--- src/rtl/i2c_baud_pkg.sv ---
// Package: shared field widths, configuration type and the divider
// terminal-count function for the I2C bus tick generator.
package i2c_baud_pkg;

    // Width of the exponent field N (register bits N_W-1:0)
    localparam int N_W     = 3;
    // Width of the linear field M (register bits N_W+M_W-1:N_W)
    localparam int M_W     = 4;
    // Oversample ticks per SCL period
    localparam int SCL_SUB = 10;
    // Prescaler counter width: largest division is 2^M_W * 2^(2^N_W)
    localparam int CNT_W   = M_W + (1 << N_W);
    // Phase counter width
    localparam int PH_W    = $clog2(SCL_SUB);

    typedef struct packed {
        logic [M_W-1:0] m;
        logic [N_W-1:0] n;
    } baud_cfg_t;

    // Terminal count (division minus one) for a configuration and strap
    function automatic logic [CNT_W-1:0] term_of(baud_cfg_t c, logic alt);
        logic [CNT_W:0] div;
        logic [N_W:0]   sh;
        sh  = {1'b0, c.n} + {{N_W{1'b0}}, ~alt};
        div = ((CNT_W+1)'(c.m) + (CNT_W+1)'(1)) << sh;
        return CNT_W'(div - (CNT_W+1)'(1));
    endfunction

endpackage

--- src/rtl/baud_cfg_reg.sv ---
// Clock register: holds the M and N factors.
// Assumes: the write data layout puts N in the low bits and M directly
// above it; bits above M are ignored. Reset loads parameter defaults.
module baud_cfg_reg
    import i2c_baud_pkg::*;
#(
    parameter int REG_W = 8,
    parameter int RST_M = 15,
    parameter int RST_N = 2
) (
    input  logic             clk,
    input  logic             rst_n,
    input  logic             wr_en,
    input  logic [REG_W-1:0] wr_data,
    output baud_cfg_t        cfg
);

    localparam int N_LSB = 0;
    localparam int M_LSB = N_LSB + N_W;

    // Field capture on write, defaults on reset
    always_ff @(posedge clk) begin
        if (!rst_n) begin
            cfg.m <= M_W'(RST_M);
            cfg.n <= N_W'(RST_N);
        end else if (wr_en) begin
            cfg.m <= wr_data[M_LSB +: M_W];
            cfg.n <= wr_data[N_LSB +: N_W];
        end
    end


    cfg_hold_chk: assert property (@(posedge clk) disable iff (!rst_n)
        !wr_en |=> $stable(cfg));

endmodule

--- src/rtl/baud_prescaler.sv ---
// Prescaler: counts system clocks up to the terminal value and produces
// a combinational step strobe plus the registered oversample tick.
// Assumes: restart has priority; a terminal value lowered below the
// current count ends the period on the next edge (>= compare).
module baud_prescaler
    import i2c_baud_pkg::*;
#(
    parameter int W = CNT_W
) (
    input  logic         clk,
    input  logic         rst_n,
    input  logic         restart,
    input  logic [W-1:0] term,
    output logic         step,
    output logic         os_tick
);

    logic [W-1:0] pre_cnt;
    logic         at_end;

    // Terminal detect, tolerant of a terminal that moved below the count
    always_comb begin
        at_end = (pre_cnt >= term);
        step   = at_end && !restart;
    end

    // Division counter with restart
    always_ff @(posedge clk) begin
        if (!rst_n || restart) begin
            pre_cnt <= '0;
        end else if (at_end) begin
            pre_cnt <= '0;
        end else begin
            pre_cnt <= pre_cnt + W'(1);
        end
    end

    // Registered oversample tick
    always_ff @(posedge clk) begin
        if (!rst_n) begin
            os_tick <= 1'b0;
        end else begin
            os_tick <= step;
        end
    end


    single_pulse_chk: assert property (@(posedge clk) disable iff (!rst_n)
        (os_tick && term != '0) |=> !os_tick);


    restart_quiet_chk: assert property (@(posedge clk) disable iff (!rst_n)
        restart |=> !os_tick);


    tick_starts_period_chk: assert property (@(posedge clk) disable iff (!rst_n)
        os_tick |-> pre_cnt == '0);

endmodule

--- src/rtl/baud_phase.sv ---
// Phase counter: modulo-SCL_SUB count of oversample steps. Marks the two
// half-period boundaries, the centre of each half, and the SCL half level.
// Assumes: step is a single-cycle strobe from the prescaler; outputs are
// registered on the same edge as the oversample tick.
module baud_phase
    import i2c_baud_pkg::*;
#(
    parameter int SUB = SCL_SUB,
    parameter int PW  = PH_W
) (
    input  logic clk,
    input  logic rst_n,
    input  logic restart,
    input  logic step,
    output logic half_tick,
    output logic mid_tick,
    output logic scl_phase
);

    localparam int HALF = SUB / 2;
    localparam int MID  = HALF / 2;

    logic [PW-1:0] ph_cnt;
    logic [1:0]    at_half;
    logic [1:0]    at_mid;

    // Match decoders, one per SCL half
    for (genvar h = 0; h < 2; h++) begin : g_half
        always_comb begin
            at_half[h] = (ph_cnt == PW'(h * HALF));
            at_mid[h]  = (ph_cnt == PW'(h * HALF + MID));
        end
    end

    // Modulo-SUB step counter
    always_ff @(posedge clk) begin
        if (!rst_n || restart) begin
            ph_cnt <= '0;
        end else if (step) begin
            ph_cnt <= (ph_cnt == PW'(SUB - 1)) ? '0 : ph_cnt + PW'(1);
        end
    end

    // Boundary and centre strobes
    always_ff @(posedge clk) begin
        if (!rst_n) begin
            half_tick <= 1'b0;
            mid_tick  <= 1'b0;
        end else begin
            half_tick <= step && (|at_half);
            mid_tick  <= step && (|at_mid);
        end
    end

    // SCL half level: low in the first half, high in the second
    always_ff @(posedge clk) begin
        if (!rst_n || restart) begin
            scl_phase <= 1'b0;
        end else if (step && at_half[0]) begin
            scl_phase <= 1'b0;
        end else if (step && at_half[1]) begin
            scl_phase <= 1'b1;
        end
    end


    phase_range_chk: assert property (@(posedge clk) disable iff (!rst_n)
        ph_cnt < PW'(SUB));


    phase_rise_chk: assert property (@(posedge clk) disable iff (!rst_n)
        $rose(scl_phase) |-> half_tick);


    mid_single_chk: assert property (@(posedge clk) disable iff (!rst_n)
        mid_tick |=> !mid_tick);

endmodule

--- src/rtl/i2c_baud_gen.sv ---
// Top: I2C bus tick generator. Clock register, prescaler and phase
// counter. A register write or a low engine enable restarts both counters.
// Assumes: exp_alt is a quasi-static strap; cfg_wdata is meaningful only
// while cfg_we is high.
module i2c_baud_gen
    import i2c_baud_pkg::*;
#(
    parameter int REG_W = 8,
    parameter int RST_M = 15,
    parameter int RST_N = 2
) (
    input  logic             clk,
    input  logic             rst_n,
    input  logic             cfg_we,
    input  logic [REG_W-1:0] cfg_wdata,
    input  logic             exp_alt,
    input  logic             eng_en,
    output logic             os_tick,
    output logic             half_tick,
    output logic             mid_tick,
    output logic             scl_phase
);

    baud_cfg_t        cfg;
    logic [CNT_W-1:0] term;
    logic             restart;
    logic             step;

    // Restart source and terminal value
    always_comb begin
        restart = cfg_we || !eng_en;
        term    = term_of(cfg, exp_alt);
    end

    baud_cfg_reg #(
        .REG_W (REG_W),
        .RST_M (RST_M),
        .RST_N (RST_N)
    ) u_cfg (
        .clk     (clk),
        .rst_n   (rst_n),
        .wr_en   (cfg_we),
        .wr_data (cfg_wdata),
        .cfg     (cfg)
    );

    baud_prescaler #(
        .W (CNT_W)
    ) u_pre (
        .clk     (clk),
        .rst_n   (rst_n),
        .restart (restart),
        .term    (term),
        .step    (step),
        .os_tick (os_tick)
    );

    baud_phase #(
        .SUB (SCL_SUB),
        .PW  (PH_W)
    ) u_phase (
        .clk       (clk),
        .rst_n     (rst_n),
        .restart   (restart),
        .step      (step),
        .half_tick (half_tick),
        .mid_tick  (mid_tick),
        .scl_phase (scl_phase)
    );


    half_on_tick_chk: assert property (@(posedge clk) disable iff (!rst_n)
        half_tick |-> os_tick);


    mid_on_tick_chk: assert property (@(posedge clk) disable iff (!rst_n)
        mid_tick |-> (os_tick && !half_tick));


    disabled_quiet_chk: assert property (@(posedge clk) disable iff (!rst_n)
        !eng_en |=> (!os_tick && !half_tick && !mid_tick && !scl_phase));

endmodule

--- config.mk ---
export PLATFORM = sky130hd
export DESIGN_NAME = i2c_baud_gen
export DESIGN_NICKNAME = d
export VERILOG_FILES = /design/src/rtl/i2c_baud_pkg.sv /design/src/rtl/baud_cfg_reg.sv /design/src/rtl/baud_prescaler.sv /design/src/rtl/baud_phase.sv /design/src/rtl/i2c_baud_gen.sv
export SDC_FILE = /design/constraint.sdc
export NUM_CORES = 1
export LEC_CHECK = 0
export CAP_MARGIN = 20
export CORE_MARGIN = 2
export CORE_UTILIZATION = 55
export DETAILED_ROUTE_END_ITERATION = 12
export DONT_BUFFER_PORTS = 1
export MAX_ROUTING_LAYER = met4
export PLACE_DENSITY = 0.7
export SLEW_MARGIN = 20
export SYNTH_ARGS = -nofsm -noshare
export SYNTH_HDL_FRONTEND = slang
export SYNTH_SLANG_ARGS = --single-unit
--- constraint.sdc ---
create_clock -name clk -period 13.95 [get_ports clk]
set_clock_uncertainty 0.15 [all_clocks]
set_input_delay 2.79 -clock clk [delete_from_list [all_inputs] [get_ports clk]]
set_output_delay 2.79 -clock clk [all_outputs]
set_load 0.02 [all_outputs]
=== Word-level counts from Yosys, hierarchy flattened ===
Index checks and enable logic that the tools add are counted.
W data, S select, Z words.

* $lt $le $gt $ge: 1
* Reduce and logical (&&, ||, !) cells: 15
* Equal/unequal tests: 4
* Multiplexer cells: 1
* Add/sub/neg operators: 5
* Bitwise gates (word level): 1
* Shift-type cells: 1

{| class="wikitable"
|+ Operators by type and width
! kind !! number
|-
| $add A12 B1 Y12 const B || 1
|-
| $ge A12 B12 Y1 || 1
|-
| $shl A5 B4 Y12 || 1
|-
| $sub A12 B1 Y12 const B || 1
|-
| $eq A4 B3 Y1 const B || 2
|-
| $reduce_or A2 Y1 || 4
|-
| $add A4 B1 Y5 const B || 1
|-
| $logic_and A1 B1 Y1 || 5
|-
| $add A3 B1 Y4 || 1
|-
| $add A4 B1 Y4 const B || 1
|-
| $eq A4 B2 Y1 const B || 1
|-
| $eq A4 B4 Y1 const B || 1
|-
| $logic_not A4 Y1 || 1
|-
| $mux W4 || 1
|-
| $logic_not A1 Y1 || 3
|-
| $logic_or A1 B1 Y1 || 2
|-
| $not A1 Y1 || 1
|}

* Output and inout bits: 4
* Logic and storage cells: 36
* Bits in registers: 27

=== Logic depth before layout (Yosys ltp) ===
* Depth after elaboration: 8
* Gate-level depth with buffers: 20

=== Hierarchy ===
A second synthesis with hierarchy kept.

* Cells, all modules: 263
* Area total of the unflattened synthesis: 2228.4 µm²

{| class="wikitable"
|+ Modules (own cells, without submodules)
! module !! sequential area each (µm²) !! cells each !! instances !! area each (µm²)
|-
| baud_prescaler || 260.2 || 104 || 1 || 933.4
|-
| i2c_baud_gen || 0.0 || 102 || 1 || 739.5
|-
| baud_phase || 140.1 || 35 || 1 || 302.8
|-
| baud_cfg_reg || 140.1 || 22 || 1 || 252.7
|}

=== Worst setup path before layout ===
No wires, ideal clock.

* Kind: input to register
* Start point: input exp_alt
* End point: register u_pre.pre_cnt[10]
* Stages: 20
* Data required time: 13735 ps
* Arrival time: 6393 ps
* Library setup time: 65 ps
* Buffers on the path: 3
* Path slack: 7342 ps
* Cell sequence: inv_1 > ha_1 > ha_1 > inv_1 > clkbuf_1 > mux2_4 > a32oi_4 > nand4_2 > nor3_2 > xor2_1 > ha_1 > nand4_1 > nor2_1 > a221o_1 > a31oi_1 > and2_1 > clkbuf_1 > nand2_1 > clkbuf_1 > nor2_1

* Cells in the longest elaborated chain, start to end: 6

{| class="wikitable"
|+ Ends and longest elaborated chain
! item !! RTL line !! text
|-
| start: declaration || i2c_baud_gen.sv:16 || <nowiki>input logic exp_alt,</nowiki>
|-
| $not A1 Y1 || i2c_baud_pkg.sv:25 || <nowiki>sh = {1'b0, c.n} + {{N_W{1'b0}}, ~alt};</nowiki>
|-
| $add A3 B1 Y4 || i2c_baud_pkg.sv:25 ||
|-
| $shl A5 B4 Y12 || i2c_baud_pkg.sv:26 || <nowiki>div = ((CNT_W+1)'(c.m) + (CNT_W+1)'(1)) << sh;</nowiki>
|-
| $sub A12 B1 Y12 || i2c_baud_pkg.sv:27 || <nowiki>return CNT_W'(div - (CNT_W+1)'(1));</nowiki>
|-
| $ge A12 B12 Y1 || baud_prescaler.sv:23 || <nowiki>at_end = (pre_cnt >= term);</nowiki>
|-
| $reduce_or A2 Y1 (no source line) || n/a ||
|-
| end signal: assignment || baud_prescaler.sv:34 || <nowiki>pre_cnt <= pre_cnt + W'(1);</nowiki>
|-
| end: declaration || baud_prescaler.sv:18 || <nowiki>logic [W-1:0] pre_cnt;</nowiki>
|}

Every way passes these cells.
A chain may end at the register's enable or synchronous reset.

=== Final worst setup path ===
* Start point: input exp_alt
* End point: register u_pre.pre_cnt[2]

The elaborated chain is that of the path after synthesis.

==> flow_metrics.env <==
export IMPL_viasPerCell=5.91
export IMPL_synth_nets=261
export IMPL_cp_startpoint="exp_alt"
export IMPL_vias=1596
export IMPL_cts_buffer_depth=2
export IMPL_grt_max_degree=17
export IMPL_layout_nets=255
export IMPL_core_area_sq_mm=0.00339
export IMPL_finalPower_w=0.000181
export IMPL_antenna_left=0
export IMPL_synthCells=231
export IMPL_die_area_sq_mm=0.00410
export IMPL_syn2layout_area_growth_pct=1.64
export IMPL_postSynthRegisterBits=27
export IMPL_layout_drive_gt1_share_pct=7.14
export IMPL_grt_overflow_total=0
export IMPL_synth_distinct_cells=55
export IMPL_grt_total_usage_pct=21.1
export IMPL_regArea_sq_um=541
export IMPL_syn_area_sq_mm=0.00198
export IMPL_start_kind="primary input"
export IMPL_r2r_end="u_pre.pre_cnt[2]"
export IMPL_io_pins=17
export IMPL_antenna_cells=0
export IMPL_gp_congestion=0.922
export IMPL_htreeDepth=1
export IMPL_cts_setup_buffers=0
export IMPL_fmax_mhz=144
export IMPL_ys_flop_type="dfxtp_1"
export IMPL_tightest_slew_ns=0.560
export IMPL_num_fill_cells=298
export IMPL_synth_top_area_share_pct=27.2
export IMPL_ys_seq_area_share_pct=27.2
export IMPL_drc_errors=0
export IMPL_holdPathEnd="u_pre.pre_cnt[0]"
export IMPL_finalHoldViolCount=0
export IMPL_initial_core_util_pct=58.5
export IMPL_setup_viol_count_final=0
export IMPL_critPathKind="primary input to flip-flop"
export IMPL_multiInputGateArea_sq_mm=0.00135
export IMPL_synth_area_per_cell_sq_um=8.59
export IMPL_final_setup_tns_ns=0
export IMPL_ir_drop_mv=0.0532
export IMPL_grt_pass1_vias=1466
export IMPL_dpl_hpwl_um=2990
export IMPL_path_clk_slew_ns=0.15
export IMPL_rsz0062_at_grt="false"
export IMPL_critical_path_top_delay_family="compound AO/OA/AOI/OAI gates"
export IMPL_dr_pass1_iters=4
export IMPL_yosysWarningCount=0
export IMPL_ctsHoldBuffers=0
export IMPL_p_per_area_mw_per_mm2=89.7
export IMPL_yosysTopAreaCell="dfxtp_1"
export IMPL_grt_pass1_wl_um=6710
export IMPL_cp_data_required_time_ns=14.09
export IMPL_finalCritPeriodShare_pct=49.9
export IMPL_status="completed"
export IMPL_leakage_nw=0.811
export IMPL_cts_made_buffers=3
export IMPL_die_height_um=64.1
export IMPL_slew_viol_final=0
export IMPL_crit_top_cell="ha_1"
export IMPL_antenna_found_initial=0
export IMPL_min_period_ns=6.96
export IMPL_hold_path_depth=1
export IMPL_r2r_cells=17
export IMPL_clkSinkCount=27
export IMPL_async_reset_ff_share_pct=0
export IMPL_yosys_top_cells_area="dfxtp_1 27%, ha_1 11%, mux2i_1 5.5%"
export IMPL_slew_headroom_pct=62.3
export IMPL_wl_per_cell_um=14.1
export IMPL_wirelength_um=3800
export IMPL_r2r_start="u_cfg.cfg[0]"
export IMPL_crit_fanout=13
export IMPL_slowest_delay_ns=0.57
export IMPL_final_core_util_pct=59.5
export IMPL_cts_tree="yes"
export IMPL_rrSetupSlack_ns=9.14
export IMPL_clock_latency_ns=0.34
export IMPL_synth_edf_count=0
export IMPL_hp_class="flip-flop to flip-flop"
export IMPL_cp_end_kind="flip-flop"
export IMPL_die_w_um=64.1
export IMPL_drtIter0Drc=63
export IMPL_crit_chain="inv_1, ha_1, ha_1, inv_1, o21ai_0, o21ai_0, o311ai_1, nand3_1, nor3_2, xor2_1, ha_1, nand4_1, nor2_1, a221o_1, a31oi_1, and2_1, nand2_1, nor2_1"
export IMPL_cts_resized=0
export IMPL_rows=21
export IMPL_portBuffers=0
export IMPL_drv_cap=0
export IMPL_arrival_ns=7.10
export IMPL_cts_root_buf="clkbuf_4"
export IMPL_critPathBufInv=2
export IMPL_critPathSlowestCell="ha_1"
export IMPL_hold_path_startpoint="u_pre.pre_cnt[0]"
worst max path at each step:
stage | depth (start not counted) | end | slack (ns)
final | 18 | u_pre.pre_cnt[2] | 6.99
after global routing | 18 | u_pre.pre_cnt[7] | 6.49
after floorplan | 20 | u_pre.pre_cnt[10] | 7.34
after global placement | 18 | u_pre.pre_cnt[11] | 6.74
after detailed placement | 18 | u_pre.pre_cnt[10] | 6.67
after CTS | 18 | u_pre.pre_cnt[10] | 7.00
metrics by stage:
| step | worst slack (ns) | std cells | area, sq um | hold slack [ns] |
|---|---|---|---|---|
| floorplan | 7.34 | 231 | 1980 | 0.287 |
| global placement | 6.74 | 266 | 1990 | 0.307 |
| detailed placement | 6.67 | 266 | 1990 | 0.323 |
| CTS | 7.00 | 270 | 2020 | 0.356 |
| global route | 6.49 | 270 | 2020 | 0.392 |
| finish | 6.99 | 270 | 2020 | 0.347 |
state kept, by name, indices dropped and copies added (netlist names):
name / count
u_pre.pre_cnt: 12
u_cfg.cfg: 7
u_phase.ph_cnt: 4
u_phase.half_tick: 1
u_phase.mid_tick: 1
u_phase.scl_phase: 1
u_pre.os_tick: 1
placed cells by master (no fill, tap or decap), types with 2 or more instances in the layout:
cell type	netlist	final
o2111ai_1	2	2
inv_1	9	9
nand3_1	9	9
a221o_1	2	2
ha_1	17	17
nor3_1	2	2
a21oi_1	9	9
and2_1	3	3
and3_1	5	5
o21ai_0	6	6
a211oi_1	2	2
a21o_1	5	5
nand2_1	15	15
nor2b_1	3	3
clkbuf_4	0	3
a22oi_1	2	2
nor2_1	29	29
dfxtp_1	27	27
nand2b_1	2	2
mux2_4	2	2
mux2i_1	11	11
nand4_1	6	6
a31oi_1	2	2
a32o_1	4	4
xor2_1	11	11
xnor2_1	11	11
logic make-up after synthesis:
logic type / Yosys count / share of synthesized area (%)
DFF: 27 / 27.2
muxes: 15 / 8.20
buffers and inverters: 21 / 4.67
adders and majority gates: 17 / 10.7
AOI/OAI and AO/OA: 49 / 19.9
xor gates and xnor gates: 22 / 9.71
and+or+nand+nor: 80 / 19.6
worst reg2reg max path, stage by stage, from the launching register on:
cell	delay [ns]
dfxtp_1	0.34
ha_1	0.22
ha_1	0.57
inv_1	0.32
o21ai_0	0.28
o21ai_0	0.20
o311ai_1	0.46
nand3_1	0.18
nor3_2	0.17
xor2_1	0.18
ha_1	0.27
nand4_1	0.08
nor2_1	0.06
a221o_1	0.29
a31oi_1	0.24
and2_1	0.31
nand2_1	0.28
nor2_1	0.17
synthesized netlist by cell type, types with 6 or more instances:
cell type,count
nand4_1,6
a21oi_1,9
nor2_1,29
ha_1,17
nand3_1,9
mux2i_1,11
nand2_1,15
xor2_1,11
inv_1,9
xnor2_1,11
dfxtp_1,27
o21ai_0,6
cell type report:
class / count / area share [%]
Clock inverter: 1 / 0.372
Inverter: 10 / 1.86
Sequential cell: 27 / 26.8
Clock buffer: 3 / 1.12
Tap cell: 46 / 2.85
Multi-Input combinational cell: 183 / 67.0
routing by layer:
metal	share of wire, %	track usage (%)	up-vias	wire, um
met4	1.3	7.07	0	51
met1	49	27.3	737	1870
met5	0	-	-	0
li1	-	-	820	-
met2	46	33.3	34	1730
met3	4.0	3.70	5	152
power by group:
| part | internal [W] | total (W) | switching (W) |
|---|---|---|---|
| combinational | 0.0000283 | 0.0000651 | 0.0000368 |
| clock | 0.0000110 | 0.0000351 | 0.0000241 |
| sequential | 0.0000785 | 0.0000807 | 0.00000216 |
| total | 0.000118 | 0.000181 | 0.0000631 |
Note: power is estimated with default switching activity, not from simulation.
